--- src/rtl/lre_pkg.sv ---
package lre_pkg;
  typedef enum logic [2:0] {
    ST_IDLE,
    ST_RD_REQ,
    ST_RD_WAIT,
    ST_MV_REQ,
    ST_MV_WAIT
  } lre_state_e;
endpackage

--- src/rtl/lre_evt_fifo.sv ---
module lre_evt_fifo #(
  parameter int W     = 7,
  parameter int DEPTH = 4
) (
  input  logic         clk,
  input  logic         rst_n,
  input  logic         push,
  input  logic [W-1:0] push_data,
  input  logic         pop,
  output logic         out_valid,
  output logic [W-1:0] out_data,
  output logic         full
);
  localparam int PW = (DEPTH > 1) ? $clog2(DEPTH) : 1;
  localparam int CW = $clog2(DEPTH + 1);
  localparam logic [PW-1:0] LAST = PW'(DEPTH - 1);
  localparam logic [CW-1:0] CMAX = CW'(DEPTH);

  logic [W-1:0]  mem_q [DEPTH];
  logic [PW-1:0] wr_q, rd_q;
  logic [CW-1:0] cnt_q;
  logic          do_push, do_pop;

  assign full      = (cnt_q == CMAX);
  assign out_valid = (cnt_q != '0);
  assign out_data  = mem_q[rd_q];
  assign do_push   = push && !full;
  assign do_pop    = pop && out_valid;

  always_ff @(posedge clk) begin
    if (do_push) mem_q[wr_q] <= push_data;
  end

  always_ff @(posedge clk) begin
    if (!rst_n) begin
      wr_q  <= '0;
      rd_q  <= '0;
      cnt_q <= '0;
    end else begin
      if (do_push) wr_q <= (wr_q == LAST) ? '0 : wr_q + 1'b1;
      if (do_pop)  rd_q <= (rd_q == LAST) ? '0 : rd_q + 1'b1;
      case ({do_push, do_pop})
        2'b10:   cnt_q <= cnt_q + 1'b1;
        2'b01:   cnt_q <= cnt_q - 1'b1;
        default: cnt_q <= cnt_q;
      endcase
    end
  end


  no_overflow_chk: assert property (@(posedge clk) disable iff (!rst_n)
    cnt_q <= CMAX);

  full_hold_chk: assert property (@(posedge clk) disable iff (!rst_n)
    (full && !pop) |=> full);
endmodule

--- src/rtl/lre_dis_map.sv ---
module lre_dis_map #(
  parameter int LINES = 64,
  parameter int IDX_W = 6
) (
  input  logic             clk,
  input  logic             rst_n,
  input  logic             set_en,
  input  logic [IDX_W-1:0] set_idx,
  output logic [LINES-1:0] map
);
  for (genvar g = 0; g < LINES; g++) begin : g_bit
    logic bit_q;
    always_ff @(posedge clk) begin
      if (!rst_n)
        bit_q <= 1'b0;
      else if (set_en && (set_idx == IDX_W'(g)))
        bit_q <= 1'b1;
    end
    assign map[g] = bit_q;


    dis_sticky_chk: assert property (@(posedge clk) disable iff (!rst_n)
      bit_q |=> bit_q);
  end
endmodule

--- src/rtl/lre_ctrl.sv ---
module lre_ctrl
  import lre_pkg::*;
#(
  parameter int LINES = 64,
  parameter int IDX_W = 6
) (
  input  logic             clk,
  input  logic             rst_n,
  input  logic             head_valid,
  input  logic [IDX_W-1:0] head_line,
  input  logic             head_uncorr,
  output logic             pop,
  input  logic [LINES-1:0] dis_map,
  output logic             rd_req_valid,
  input  logic             rd_req_ready,
  output logic [IDX_W-1:0] rd_req_line,
  input  logic             rd_rsp_valid,
  input  logic             rd_rsp_corr,
  input  logic             rd_rsp_uncorr,
  output logic             mv_req_valid,
  input  logic             mv_req_ready,
  output logic [IDX_W-1:0] mv_req_line,
  input  logic             mv_done,
  output logic             set_en,
  output logic [IDX_W-1:0] set_idx,
  output logic             fatal_valid,
  output logic [IDX_W-1:0] fatal_line,
  output logic             blocked_valid,
  output logic [IDX_W-1:0] blocked_line
);
  lre_state_e       st_q;
  logic [IDX_W-1:0] cur_q;

  assign pop          = (st_q == ST_IDLE) && head_valid;
  assign rd_req_valid = (st_q == ST_RD_REQ);
  assign rd_req_line  = cur_q;
  assign mv_req_valid = (st_q == ST_MV_REQ);
  assign mv_req_line  = cur_q;
  assign set_en       = (st_q == ST_MV_WAIT) && mv_done;
  assign set_idx      = cur_q;

  always_ff @(posedge clk) begin
    if (!rst_n) begin
      st_q          <= ST_IDLE;
      cur_q         <= '0;
      fatal_valid   <= 1'b0;
      fatal_line    <= '0;
      blocked_valid <= 1'b0;
      blocked_line  <= '0;
    end else begin
      fatal_valid   <= 1'b0;
      blocked_valid <= 1'b0;
      case (st_q)
        ST_IDLE: begin
          if (head_valid) begin
            if (dis_map[head_line]) begin
              blocked_valid <= 1'b1;
              blocked_line  <= head_line;
            end else if (head_uncorr) begin
              fatal_valid <= 1'b1;
              fatal_line  <= head_line;
            end else begin
              cur_q <= head_line;
              st_q  <= ST_RD_REQ;
            end
          end
        end
        ST_RD_REQ:  if (rd_req_ready) st_q <= ST_RD_WAIT;
        ST_RD_WAIT: begin
          if (rd_rsp_valid) begin
            if (rd_rsp_uncorr) begin
              fatal_valid <= 1'b1;
              fatal_line  <= cur_q;
              st_q        <= ST_IDLE;
            end else if (rd_rsp_corr) begin
              st_q <= ST_MV_REQ;
            end else begin
              st_q <= ST_IDLE;
            end
          end
        end
        ST_MV_REQ:  if (mv_req_ready) st_q <= ST_MV_WAIT;
        ST_MV_WAIT: if (mv_done) st_q <= ST_IDLE;
        default:    st_q <= ST_IDLE;
      endcase
    end
  end


  rd_req_hold_chk: assert property (@(posedge clk) disable iff (!rst_n)
    (rd_req_valid && !rd_req_ready) |=> (rd_req_valid && $stable(rd_req_line)));

  mv_req_hold_chk: assert property (@(posedge clk) disable iff (!rst_n)
    (mv_req_valid && !mv_req_ready) |=> (mv_req_valid && $stable(mv_req_line)));

  report_excl_chk: assert property (@(posedge clk) disable iff (!rst_n)
    $onehot0({fatal_valid, blocked_valid}));

  one_at_a_time_chk: assert property (@(posedge clk) disable iff (!rst_n)
    (rd_req_valid || mv_req_valid) |-> !pop);

  no_move_after_fatal_chk: assert property (@(posedge clk) disable iff (!rst_n)
    fatal_valid |-> !mv_req_valid);
endmodule

--- src/rtl/line_retire_engine.sv ---
module line_retire_engine #(
  parameter int LINES  = 64,
  parameter int QDEPTH = 4,
  parameter int IDX_W  = $clog2(LINES)
) (
  input  logic             clk,
  input  logic             rst_n,
  input  logic             evt_valid,
  output logic             evt_ready,
  input  logic [IDX_W-1:0] evt_line,
  input  logic             evt_corr,
  input  logic             evt_uncorr,
  output logic             rd_req_valid,
  input  logic             rd_req_ready,
  output logic [IDX_W-1:0] rd_req_line,
  input  logic             rd_rsp_valid,
  input  logic             rd_rsp_corr,
  input  logic             rd_rsp_uncorr,
  output logic             mv_req_valid,
  input  logic             mv_req_ready,
  output logic [IDX_W-1:0] mv_req_line,
  input  logic             mv_done,
  output logic [LINES-1:0] line_dis,
  output logic             fatal_valid,
  output logic [IDX_W-1:0] fatal_line,
  output logic             blocked_valid,
  output logic [IDX_W-1:0] blocked_line,
  output logic             ovf
);
  localparam int EW = IDX_W + 1;

  logic          q_full, q_push, q_pop, q_valid;
  logic [EW-1:0] q_out;
  logic          set_en;
  logic [IDX_W-1:0] set_idx;

  assign evt_ready = !q_full;
  assign q_push    = evt_valid && evt_ready && (evt_corr || evt_uncorr);

  always_ff @(posedge clk) begin
    if (!rst_n)
      ovf <= 1'b0;
    else if (evt_valid && !evt_ready)
      ovf <= 1'b1;
  end


  ovf_sticky_chk: assert property (@(posedge clk) disable iff (!rst_n)
    ovf |=> ovf);

  lre_evt_fifo #(.W(EW), .DEPTH(QDEPTH)) i_fifo (
    .clk       (clk),
    .rst_n     (rst_n),
    .push      (q_push),
    .push_data ({evt_uncorr, evt_line}),
    .pop       (q_pop),
    .out_valid (q_valid),
    .out_data  (q_out),
    .full      (q_full)
  );

  lre_ctrl #(.LINES(LINES), .IDX_W(IDX_W)) i_ctrl (
    .clk           (clk),
    .rst_n         (rst_n),
    .head_valid    (q_valid),
    .head_line     (q_out[IDX_W-1:0]),
    .head_uncorr   (q_out[EW-1]),
    .pop           (q_pop),
    .dis_map       (line_dis),
    .rd_req_valid  (rd_req_valid),
    .rd_req_ready  (rd_req_ready),
    .rd_req_line   (rd_req_line),
    .rd_rsp_valid  (rd_rsp_valid),
    .rd_rsp_corr   (rd_rsp_corr),
    .rd_rsp_uncorr (rd_rsp_uncorr),
    .mv_req_valid  (mv_req_valid),
    .mv_req_ready  (mv_req_ready),
    .mv_req_line   (mv_req_line),
    .mv_done       (mv_done),
    .set_en        (set_en),
    .set_idx       (set_idx),
    .fatal_valid   (fatal_valid),
    .fatal_line    (fatal_line),
    .blocked_valid (blocked_valid),
    .blocked_line  (blocked_line)
  );

  lre_dis_map #(.LINES(LINES), .IDX_W(IDX_W)) i_map (
    .clk     (clk),
    .rst_n   (rst_n),
    .set_en  (set_en),
    .set_idx (set_idx),
    .map     (line_dis)
  );
endmodule

--- config.mk ---
export PLATFORM = sky130hd
export DESIGN_NAME = line_retire_engine
export DESIGN_NICKNAME = d
export VERILOG_FILES = /design/src/rtl/lre_pkg.sv /design/src/rtl/lre_evt_fifo.sv /design/src/rtl/lre_dis_map.sv /design/src/rtl/lre_ctrl.sv /design/src/rtl/line_retire_engine.sv
export SDC_FILE = /design/constraint.sdc
export NUM_CORES = 1
export LEC_CHECK = 0
export ABC_AREA = 1
export BUFFER_PORTS_ARGS = -buffer_cell sky130_fd_sc_hd__buf_4
export CAP_MARGIN = 5
export CORE_MARGIN = 4
export CORE_UTILIZATION = 58
export CTS_BUF_LIST = sky130_fd_sc_hd__clkbuf_8
export DETAILED_ROUTE_END_ITERATION = 7
export PLACE_DENSITY = 0.8
export SYNTH_ARGS = -nofsm -noshare
export SYNTH_HDL_FRONTEND = slang
export SYNTH_SLANG_ARGS = --single-unit
--- constraint.sdc ---
create_clock -name clk -period 2.25 [get_ports clk]
set_input_delay 0.3375 -clock clk [delete_from_list [all_inputs] [get_ports clk]]
set_output_delay 0.3375 -clock clk [all_outputs]
set_load 0.005 [all_outputs]
After elaboration in Yosys (flattened, before gate mapping)
Memories as Yosys holds them, arrays and structs flattened. A register that Yosys moved wholly into a read port is not among the register bits.
Index checks and enable logic that the tools add are counted.
Cells by class
  add/sub/neg operators: 4
  order comparisons: 1
  equal/unequal tests: 81
  mux-type cells: 32
  bitwise logic cells: 2
  reduce and logical (&&, ||, !) cells: 83
Operators by type and width (number)
  6-bit equality test, second input constant: 32
  6-bit by 5-bit equality test with 1-bit output, second input constant: 16
  1-bit logical AND: 71
  6-bit by 4-bit equality test with 1-bit output, second input constant: 8
  6-bit two-way mux: 5
  6-bit by 3-bit equality test with 1-bit output, second input constant: 4
  3-bit two-way mux: 8
  3-bit case mux with 5 select lines: 1
  6-bit by 2-bit equality test with 1-bit output, second input constant: 2
  2-bit != test, second input constant: 6
  6-bit case mux with 2 select lines: 1
  2-bit two-way mux: 5
  1-bit two-way mux: 9
  6-bit by 7-bit < comparator with 1-bit output, second input constant: 1
  7-bit AND reduction: 1
  1-bit binary-select mux with 6-bit select: 1
  2-bit equality test, second input constant: 3
  3-bit by 2-bit equality test with 1-bit output, second input constant: 2
  3-bit equality test, second input constant: 2
  6-bit by 1-bit equality test with 1-bit output, second input constant: 1
  6-bit zero test: 1
  2-bit by 1-bit != test with 1-bit output, second input constant: 3
  3-bit case mux with 2 select lines: 1
  3-bit AND reduction: 2
  other kinds (14): 17
Word-level totals
  flip-flop bits (word level): 95
  RAM bits: 28
  output and inout port bits: 94
  memories: 1
Memory list
  i_fifo.mem_q: words 4, bits a word 7, read ports 1, clocked after Yosys merged registers in 1, wr ports 1, line lre_evt_fifo.sv:19  | logic [W-1:0] mem_q [DEPTH];

Longest topological paths before layout
  depth after elaboration: 7
  gate-level depth with buffers: 18
  mapped depth without buffers: 17

Modules after synthesis
Synthesis repeated with hierarchy kept, for this count alone.
Unflattened totals
  cells, all modules: 832
  area total of the unflattened synthesis: 6227.2 sq um
By module, submodules not included
  lre_dis_map: instances 1, cells each 369, area an instance 2778.9 sq um, sequential area each 1281.2 sq um
  lre_ctrl: instances 1, cells each 317, area an instance 1846.8 sq um, sequential area each 460.4 sq um
  lre_evt_fifo: instances 1, cells each 137, area an instance 1546.5 sq um, sequential area each 1021.0 sq um
  line_retire_engine: instances 1, cells each 9, area an instance 55.1 sq um, sequential area each 20.0 sq um

Worst setup path after synthesis
No wires, ideal clock.
  kind: reg-to-reg
  start point: register i_ctrl.st_q[2]
  end point: register i_fifo.cnt_q[2]
  arrival: 1832 ps
  data required time: 2128 ps
  slack: 296 ps
  cell stages (with the launch flop): 11
  buffers on the path: 0
  period minus slack after synthesis: 1954 ps
  cell sequence: dfxtp_1 > nor2_1 > nand2_1 > nor2_1 > ha_1 > inv_1 > fa_1 > a21oi_1 > o21ai_0 > o21ai_0 > a21oi_1
On the way
  cells in the longest elaborated chain, start to end: 5
  elaborated cells between the ends (all ways): 7
Ends and longest elaborated chain
  start: declaration: line lre_ctrl.sv:31  | lre_state_e st_q;
  start signal: assignment: line lre_ctrl.sv:44  | st_q <= ST_IDLE;
  start signal: assignment: line lre_ctrl.sv:64  | st_q <= ST_RD_REQ;
  start signal: assignment: line lre_ctrl.sv:68  | ST_RD_REQ: if (rd_req_ready) st_q <= ST_RD_WAIT;
  3-bit zero test *: line lre_ctrl.sv:34  | assign pop = (st_q == ST_IDLE) && head_valid;
  1-bit logical AND *: line lre_ctrl.sv:34
  1-bit logical AND *: line lre_evt_fifo.sv:28  | assign do_pop = pop && out_valid;
  named net i_fifo.do_pop: line lre_evt_fifo.sv:22  | logic do_push, do_pop;
  2-bit by 1-bit equality test with 1-bit output or 2-bit equality test (tied branches): line lre_evt_fifo.sv:42  | case ({do_push, do_pop})
  3-bit case mux with 2 select lines or 2-bit nonzero test (tied branches)
  end signal: assignment: line lre_evt_fifo.sv:43  | 2'b10: cnt_q <= cnt_q + 1'b1;
  end signal: assignment: line lre_evt_fifo.sv:44  | 2'b01: cnt_q <= cnt_q - 1'b1;
  end signal: assignment: line lre_evt_fifo.sv:45  | default: cnt_q <= cnt_q;
  end: declaration: line lre_evt_fifo.sv:21  | logic [CW-1:0] cnt_q;
The timed path passes the listed nets; every way through them passes the cells marked *.
A chain may end at the register's enable or synchronous reset.

==> tab_implementation.tex <==
\begin{tabular}{lr}
\hline
Metric & Value \\
\hline
\multicolumn{2}{l}{\textbf{Clock tree}} \\
Clock Pin Slew Worst Setup and Hold Paths & 0.07 ns \\
CTS tree & yes \\
Buffer levels on the longest clock path & 2 \\
Number of buffers added by the clock tree synthesis step & 17 \\
Clock latency reported for the late side of the worst-skew pair & between 0.4 and 0.5 ns \\
Sinks on the clock net & $\sim$130 \\
Root cell of the clock tree & clkbuf\_8 \\
H-tree Lvls & 4 \\
\multicolumn{2}{l}{\textbf{Floorplanning}} \\
Count of pins on the block boundary & 111 \\
Floorplan core area & 10320 um\^{}2 \\
Effective utilization at floorplan & 0.5940 \\
Site Rows & 37 \\
Die outline area & 12280 um\^{}2 \\
Floorplan die width & 110.8 um \\
Height of the die & approximately 110 um \\
\multicolumn{2}{l}{\textbf{STA}} \\
Final slew viol count & 0 \\
Max Fclk & around 0.47 GHz \\
Number of failing hold endpoints at the final stage & 0 \\
Final worst path period need & 2.134 ns \\
Tcrit/Tclk final & 0.9484 \\
Final-layout worst hold slack & 0.09374 ns \\
Clock Skews & 0.01020 ns \\
Final count of negative-setup-slack endpoints & 0 \\
Tightest slew margin relative to the limit & 0.5239 \\
Slew at the pin closest to its max-slew limit & 0.7142 ns \\
\multicolumn{2}{l}{\textbf{Power and ir drop}} \\
Peak ir drop on the vdd network & roughly 900 uV \\
Static leakage power & around 3.2 nW \\
Power density over the cells & $\sim$1300 nW/um\^{}2 \\
\multicolumn{2}{l}{\textbf{GRT}} \\
Global-route wire length before repair & between 20000 and 30000 um \\
Aggregate global-route resource usage & 0.2623 \\
Pin count of the biggest net entering global routing & 70 \\
Number of global-route vias before repair & 5180 \\
Initial antenna violation count & 0 \\
Global-route congestion overflow total & 0 \\
\multicolumn{2}{l}{\textbf{Synth}} \\
Most used flip-flop cell after synthesis & dfxtp\_1 \\
Number of distinct standard cells referenced by the synthesized netlist & 28 \\
\#FFs+latches synth & around 130 \\
Count of flip-flops with a built-in enable after synthesis & 28 \\
Count of synthesis-stage warnings from yosys & 0 \\
Per-instance average area after synthesis & 7.487 um\^{}2 \\
Sequential element share of the synthesized area & 0.4538 \\
Post-Synthesis Net Count & 843 \\
Share of synthesized registers carrying an async set or reset & 0 \\
Synthesized area & roughly 6100 um\^{}2 \\
Post-Synthesis Cells & roughly 820 \\
\multicolumn{2}{l}{\textbf{Critical path}} \\
Data required, critical path & 2.59 ns \\
Slack of the worst reg-to-reg path & roughly 0.12 ns \\
Worst Path Arrival & 2.48 ns \\
R2R depth & 16 \\
Kind of critical path & reg -> reg \\
Crit start category & flip-flop \\
Kind of capture point of the worst setup path & flip-flop \\
Crit Reg-Reg Endpoint & i\_ctrl.st\_q[2] \\
Largest fanout of any net on the critical path & 18 \\
\multicolumn{2}{l}{\textbf{Finish}} \\
Combined flip-flop and latch cell area & 2788 um\^{}2 \\
Fraction of final layout cells sized beyond drive strength 1 & 0.2212 \\
Count of antenna diodes in the layout & 0 \\
Number of filler cells placed in the layout & 836 \\
Layout net count & 906 \\
Total area of multi-input combinational cells & about 2300 um\^{}2 \\
Most common cell after layout, fill and taps aside & nand2\_1 \\
Top library cells by usage in the layout, fill and taps aside & 162 x nand2\_1, 139 x buf\_4, 113 x nand3\_1 \\
Area growth from synthesis to layout & 16.85\% \\
Post-route cell area & a little over 7000 um\^{}2 \\
\multicolumn{2}{l}{\textbf{Hold path}} \\
Source of the worst hold timing path & evt\_line[3] \\
Terminating pin of the worst hold path & i\_fifo.mem\_q[1][3] \\
Number of cells on the worst hold path & 1 \\
Worst hold path type & in -> reg \\
\multicolumn{2}{l}{\textbf{Placed design}} \\
Final GP Congestion & around 0.9 \\
Detailed placer's ending HPWL & 11690 um \\
Post-placement cell area & 6694 um\^{}2 \\
Port bufs & 110 \\
\multicolumn{2}{l}{\textbf{Routing}} \\
Via Count & 5600 \\
Wire per inst & 16.10 um \\
First-pass iteration count of the detailed router & 5 \\
Met3 routed wirelength & 1599 um \\
Post-detailed-routing wire length & 16600 um \\
Count of unresolved DRC violations after routing & 0 \\
DRT met1 WL & 6458 um \\
Sum of met2 wire segment lengths after detailed routing & 8021 um \\
Post-DR vias/cell & $\sim$5.4 \\
Highest metal layer used by the detailed router & met4 \\
Routed Antenna Nets & 0 \\
Count of routing violations after the opening detailed-route iteration & 372 \\
\multicolumn{2}{l}{\textbf{Status}} \\
Run status & completed \\
\multicolumn{2}{l}{\textbf{Job}} \\
Max-cap check violation count & 0 \\
\hline
\end{tabular}
==> per-stage QoR <==
stage / total power [mW] / setup slack, ns / std cells / util / setup TNS [ns]
2_1_floorplan: 5.412 / 0.2957 / 819 / - / 0
3_3_place_gp: 6.662 / -0.04620 / 996 / 0.6484 / -0.04620
3_5_place_dp: 6.758 / -0.1031 / 996 / 0.6484 / -0.5122
4_1_cts: 8.697 / 0.02615 / 1028 / 0.6861 / 0
5_1_grt: 9.544 / -0.01472 / 1031 / 0.6941 / -0.02507
6_report: 8.992 / 0.1161 / 1031 / 0.6941 / 0
==> synth_stat cells, types with 2 or more instances <==
cell type	n	area share
a21oi_1	74	0.060
buf_2	9	0.0073
buf_4	72	0.088
buf_6	3	0.0055
clkbuf_1	16	0.0098
clkinv_1	3	0.0018
dfxtp_1	97	0.32
edfxtp_1	28	0.14
ha_1	6	0.012
inv_1	103	0.063
inv_2	6	0.0037
nand2_1	165	0.10
nand2_2	3	0.0031
nand2_4	2	0.0037
nand3_1	115	0.094
nand3_2	2	0.0033
nand3_4	2	0.0057
nand4_1	3	0.0031
nor2_1	73	0.045
nor3_1	9	0.0073
o21a_1	2	0.0024
o21ai_0	20	0.016
==> flip-flops by register name (all words and copies together), names as in the netlist, named ones only <==
| signal | cells |
|---|---|
| i_map.g_bit.bit_q | 64 |
| i_fifo.mem_q | 28 |
| i_ctrl.blocked_line | 6 |
| i_ctrl.fatal_line | 6 |
| i_ctrl.mv_req_line | 6 |
| i_ctrl.st_q | 3 |
| i_fifo.cnt_q | 3 |
| i_fifo.rd_q | 2 |
| i_fifo.wr_q | 2 |
| i_ctrl.blocked_valid | 1 |
| i_ctrl.fatal_valid | 1 |
| ovf | 1 |
==> layout make-up <==
class / count / area share
repair buffers: 143 / 0.1531
well taps: 136 / 0.02375
inverters: 112 / 0.05937
flip-flops and latches: 125 / 0.3890
clock inverters: 15 / 0.02078
clock buffers: 17 / 0.03265
multi-input cells: 483 / 0.3213
==> worst max path at each step <==
stage	endpoint	slack, ns	cells past startpoint
after CTS	i_ctrl.fatal_line[3]	0.03	17
after detailed placement	i_ctrl.blocked_line[0]	-0.10	16
after global routing	i_ctrl.st_q[2]	-0.01	17
final	i_ctrl.st_q[2]	0.12	16
after floorplan	i_fifo.cnt_q[2]	0.30	10
after global placement	i_ctrl.blocked_line[0]	-0.05	16
==> logic make-up (layout without fill, tap and decap cells) <==
family / after synthesis / in the layout / synth area share
AND/OR/NAND/NOR: 375 / 376 / 0.2667
buffers and inverters: 212 / 287 / 0.1794
flip-flops: 125 / 125 / 0.4538
adder cells (fa/ha/maj): 7 / 7 / 0.01551
AO/OA/AOI/OAI: 100 / 100 / 0.08468
==> worst max-delay path, stage by stage, from the launching register on <==
cell and delay [ns]:
dfxtp_4 0.37, inv_4 0.07, nand2_1 0.10, nand3_4 0.13, nand2_8 0.09, buf_12 0.16, nand2_1 0.07, nand3_1 0.07
nand3_1 0.09, nand3_1 0.14, nand3_1 0.14, nand3_2 0.11, nand2_4 0.12, nand2_4 0.08, buf_4 0.14, a21oi_1 0.12
nor2_1 0.06
==> power breakdown <==
part / internal [mW] / leakage, nW / switching (mW)
logic: 1.57 / 1.93 / 2.65
registers: 2.58 / 1.04 / 0.287
clock network: 0.976 / 0.185 / 0.927
==> per-layer routing <==
layer / up-vias / global-route usage
met5: - / 0
met4: 0 / 0.1051
met3: 52 / 0.06605
met2: 311 / 0.4389
met1: 2571 / 0.3241
li1: 2666 / -
==> timing repair <==
item | CTS | global route
setup endpoints to repair | 12 | 23
hold buffers | 0 | 0
cloned | 0 | 1
pin swaps | 0 | 2
buffers inserted | 0 | 2
resized for setup | 3 | 16
No activity file was read; power rests on OpenSTA's default activity.
